<file path="src/rtl/lane_split_pkg.sv">
package lane_split_pkg;
  function automatic int addr_bits(input int depth);
    int b;
    b = 1;
    while ((1 << b) < depth) b++;
    return b;
  endfunction
endpackage

</file>
<file path="src/rtl/lane_bank.sv">
module lane_bank #(
  parameter int DW    = 8,
  parameter int DEPTH = 64,
  parameter int AW    = 6
) (
  input  logic          clk_i,
  input  logic          rst_ni,
  input  logic          en_i,
  input  logic          we_i,
  input  logic [AW-1:0] addr_i,
  input  logic [DW-1:0] wdata_i,
  output logic [DW-1:0] rdata_o
);
  logic [DW-1:0] mem_q [DEPTH];
  logic [DW-1:0] rdata_q;

  always_ff @(posedge clk_i) begin
    if (en_i && we_i) mem_q[addr_i] <= wdata_i;
  end

  always_ff @(posedge clk_i or negedge rst_ni) begin
    if (!rst_ni)              rdata_q <= '0;
    else if (en_i && !we_i)   rdata_q <= mem_q[addr_i];
  end

  assign rdata_o = rdata_q;

  p_rdata_hold_r6: assert property (@(posedge clk_i) disable iff (!rst_ni)
    !en_i |=> $stable(rdata_o));

  p_write_keeps_rdata_r8: assert property (@(posedge clk_i) disable iff (!rst_ni)
    (en_i && we_i) |=> $stable(rdata_o));
endmodule

</file>
<file path="src/rtl/lane_we_gate.sv">
module lane_we_gate #(
  parameter int NB = 4
) (
  input  logic          wmode_i,
  input  logic [NB-1:0] wmask_i,
  output logic [NB-1:0] we_o
);
  for (genvar i = 0; i < NB; i++) begin : g_gate
    assign we_o[i] = wmode_i & wmask_i[i];
  end
endmodule

</file>
<file path="src/rtl/lane_split_mem.sv">
module lane_split_mem
  import lane_split_pkg::*;
#(
  parameter int WIDTH = 32,
  parameter int GRAN  = 8,
  parameter int DEPTH = 64,
  localparam int NB   = WIDTH / GRAN,
  localparam int AW   = addr_bits(DEPTH)
) (
  input  logic             clk_i,
  input  logic             rst_ni,
  input  logic             en_i,
  input  logic             wmode_i,
  input  logic [AW-1:0]    addr_i,
  input  logic [NB-1:0]    wmask_i,
  input  logic [WIDTH-1:0] wdata_i,
  output logic [WIDTH-1:0] rdata_o
);
  if (WIDTH % GRAN != 0) begin : g_bad_gran
    $error("WIDTH must be a multiple of GRAN");
  end

  logic [NB-1:0] bank_we;

  lane_we_gate #(.NB(NB)) u_gate (
    .wmode_i (wmode_i),
    .wmask_i (wmask_i),
    .we_o    (bank_we)
  );

  for (genvar i = 0; i < NB; i++) begin : g_bank
    lane_bank #(.DW(GRAN), .DEPTH(DEPTH), .AW(AW)) u_bank (
      .clk_i   (clk_i),
      .rst_ni  (rst_ni),
      .en_i    (en_i),
      .we_i    (bank_we[i]),
      .addr_i  (addr_i),
      .wdata_i (wdata_i[GRAN*i +: GRAN]),
      .rdata_o (rdata_o[GRAN*i +: GRAN])
    );
  end

  p_we_needs_wmode_r3: assert property (@(posedge clk_i) disable iff (!rst_ni)
    (bank_we != '0) |-> (wmode_i && ((bank_we & ~wmask_i) == '0)));

  p_addr_known_r2: assert property (@(posedge clk_i) disable iff (!rst_ni)
    en_i |-> !$isunknown(addr_i));
endmodule

</file>
<file path="config.mk">
export PLATFORM = sky130hd
export DESIGN_NAME = lane_split_mem
export DESIGN_NICKNAME = d
export VERILOG_FILES = /design/src/rtl/lane_split_pkg.sv /design/src/rtl/lane_bank.sv /design/src/rtl/lane_we_gate.sv /design/src/rtl/lane_split_mem.sv
export SDC_FILE = /design/constraint.sdc
export NUM_CORES = 2
export LEC_CHECK = 0
export BUFFER_PORTS_ARGS = -buffer_cell sky130_fd_sc_hd__buf_2
export CAP_MARGIN = 20
export CORE_MARGIN = 5
export CORE_UTILIZATION = 45
export CTS_CLUSTER_DIAMETER = 80
export DETAILED_ROUTE_END_ITERATION = 10
export PLACE_DENSITY = 0.67
export SYNTH_ARGS = -nofsm -noshare
export SYNTH_HDL_FRONTEND = slang
export SYNTH_SLANG_ARGS = --single-unit
</file>
<file path="constraint.sdc">
create_clock -name clk_i -period 1.8 [get_ports clk_i]
set_clock_uncertainty 0.15 [all_clocks]
set_input_delay 0.09 -clock clk_i [delete_from_list [all_inputs] [get_ports clk_i]]
set_output_delay 0.09 -clock clk_i [all_outputs]
set_load 0.02 [all_outputs]
</file>
==> results.tsv <==
metric	value	unit
status	complete, but fails checks	
violations	hold timing, setup timing	
path_clk_slew	0.06	ns
drv_slew	0	
cp-end-kind	flop	
start_util	45.37	%
critPathKind	flop to flop	
die_area	188900	µm²
overflow	0	
max_stage_delay	0.53	ns
crit_required	2.40	ns
clock_sinks	2080	
worstPathCellList	mux2_4 -> a221o_1 -> a222oi_1 -> o22ai_1 -> o32a_1	
globalplace.congestion	0.9453	
final_util	58.85	%
dp_hpwl	179900	µm
drc	0	
ys_top_cells_by_count	edfxtp_1 (2048), nor2_1 (371), a221oi_1 (239), mux2i_1 (205), nand2_1 (177)	
synthArstFlopShare	1.538	%
synth_edf_count	2048	
maxCapViolCount	0	
ys_seq_elements	2080	
synthFlopType	edfxtp_1	
yosys_warnings	0	
fin_crit	2.277	ns
dr.pass1.iters	6	
seq_area_frac_synth	76.80	%
clk_latency	0.87	ns
fp.dieW	434.6	µm
startpoint_type	flop	
cts_tree	built	
critPathArrivalTime	2.87	ns
clk_path_buf_depth	3	
ant_nets	0	
area_growth	29.71	%
wire_per_inst	33.19	µm
grt_pass1_wl	376000	µm
synth_cell_type_count	77	
root_buffer	clkbuf_16	
grt.total_usage	28.10	%
rows	155	
synth_top_area_share	75.81	%
wl	266800	µm
ios	78	
drt_iter0_markers	7673	
postSynthCellCount	4553	
num_vias	51020	
power.density	980.5	nW/µm²
fin_nets	5554	
grt_max_degree	65	
tightest_slew	1.244	ns
max_freq	439.1	MHz
cpMaxStageDelayCell	a222oi_1	
critical_path_peak_fanout	1	
syn_avg_cell_area	17.82	µm²
cts_buffers	200	
maxSlewHeadroom	16.76	%
antenna_found_initial	4	
hp-class	primary input to flop	
dp_cells	7606	
power.leakage	34.53	nW
hold_viol	11	
drive_above_1_share	38.25	%
rsz0062_at_grt	true	
coreArea	178800	µm²
setup_violations	31	
hold_ws	-0.01472	ns
grt_pass1_vias	49940	
routed_via_density	6.348	
finalSetupTns	-5.809	ns
port-buffer-count	77	
post-synth-top-area-cell	edfxtp_1	
die_h	434.6	µm
period_share	126.5	%
synth_most_common_cell	edfxtp_1	
synth_area	81120	µm²
synthTopCellsByArea	edfxtp_1 (76%), mux4_2 (3.6%), a221oi_1 (2.6%)	
fin_ws	-0.4774	ns
htreeDepth	4	
vdd_drop_max	0.7629	mV
syn_nets	4599	
final_cells	8037	
## worst max-delay path: cells and delay by family, from the launching register on
kind            cells  cell delay, ns
flops               1            0.36
compound gates      4            1.38
mux                 1            0.27
## layout make-up
class / count / area, µm²
multi-input cells: 2135 / 20510
clock buffers: 269 / 5416
flip-flops and latches: 2080 / 62320
repair buffers: 1088 / 12960
diodes: 3 / 7.507
well taps: 2355 / 2947
inverters: 3 / 20.02
fillers: 12840 / 73590
clock inverters: 104 / 1041
## cell families after synthesis
kind of cell | count (synthesis) | synth area share, %
buffers and inverters | 338 | 2.314
flip-flops | 2080 | 76.80
AND/OR/NAND/NOR | 669 | 3.501
multiplexers | 514 | 8.651
AO/OA/AOI/OAI | 952 | 8.737
## timing repair
item | in CTS | in global routing
endpoints found under the setup margin | 48 | 32
hold buffers | 44 | 4
endpoints found under the hold margin | 2214 | 26
pin swaps | 75 | 46
setup buffers | 0 | 0
gates resized for setup | 166 | 61
## placed cells by master (no fill, tap or decap), types with 13 or more instances in the layout
cell type	count
a22oi_1	146
a22o_1	38
o21ai_0	85
nor2_2	16
mux2_2	156
buf_4	577
buf_12	385
mux4_2	131
dfrtp_2	15
nand3_1	24
dfrtp_1	17
mux2i_1	201
clkbuf_1	56
clkinv_2	32
bufinv_16	17
nand2_1	102
nor2_1	112
a31oi_1	25
o32a_1	16
dlygate4sd3_1	46
nand2_2	57
a221oi_1	175
nor2_4	244
o22ai_1	90
mux2_4	17
a22oi_2	18
a221oi_2	63
a221o_1	32
clkinv_1	39
buf_2	72
edfxtp_1	2048
o2bb2ai_1	14
o22ai_2	13
a21oi_1	105
clkbuf_16	202
## routing by layer
layer / vias to the layer above / routed length, µm / track usage (%)
met2: 3681 / 122700 / 43.65
li1: 20630 / - / -
met1: 25930 / 96130 / 37.46
met5: - / 11 / 0
met3: 767 / 30890 / 6.390
met4: 2 / 17010 / 14.46
## flip-flops by register name (all words and copies together) (netlist names)
name	flops
g_bank.u_bank.rdata_o	32
g_bank.u_bank.mem_q	2048
## where the power goes
group / switching (W) / internal, W / total, W
Combinational: 0.00490 / 0.00298 / 0.00789
Sequential: 0.000260 / 0.0534 / 0.0537
Clock: 0.0180 / 0.0236 / 0.0416
## stage by stage
stage / instance area, µm² / hold WS (ns) / power, W / worst slack, ns
floorplan: 83790 / -0.3556 / 0.05781 / -0.1377
global placement: 96920 / -0.03583 / 0.06188 / -1.168
detailed placement: 96920 / -0.03736 / 0.06198 / -1.227
CTS: 104600 / 0.01542 / 0.1032 / -0.4340
global route: 105200 / 0.005142 / 0.1057 / -0.4947
finish: 105200 / -0.01472 / 0.1032 / -0.4774
## worst paths after layout
kind | start | slack [ns] | depth (start not counted) | end
min in group asynchronous | rst_ni | 0.19 | 4 | g_bank[3].u_bank.rdata_o[1]
min reg2reg | g_bank[2].u_bank.rdata_o[5] | 0.44 | 1 | g_bank[2].u_bank.rdata_o[5]
max reg2reg | g_bank[0].u_bank.mem_q[16][1] | -0.48 | 5 | g_bank[0].u_bank.rdata_o[1]
max | g_bank[0].u_bank.mem_q[16][1] | -0.48 | 5 | g_bank[0].u_bank.rdata_o[1]
min | wdata_i[0] | -0.01 | 2 | g_bank[0].u_bank.mem_q[12][0]
max in group asynchronous | rst_ni | 1.00 | 4 | g_bank[0].u_bank.rdata_o[3]
Note: power is estimated with default switching activity, not from simulation.
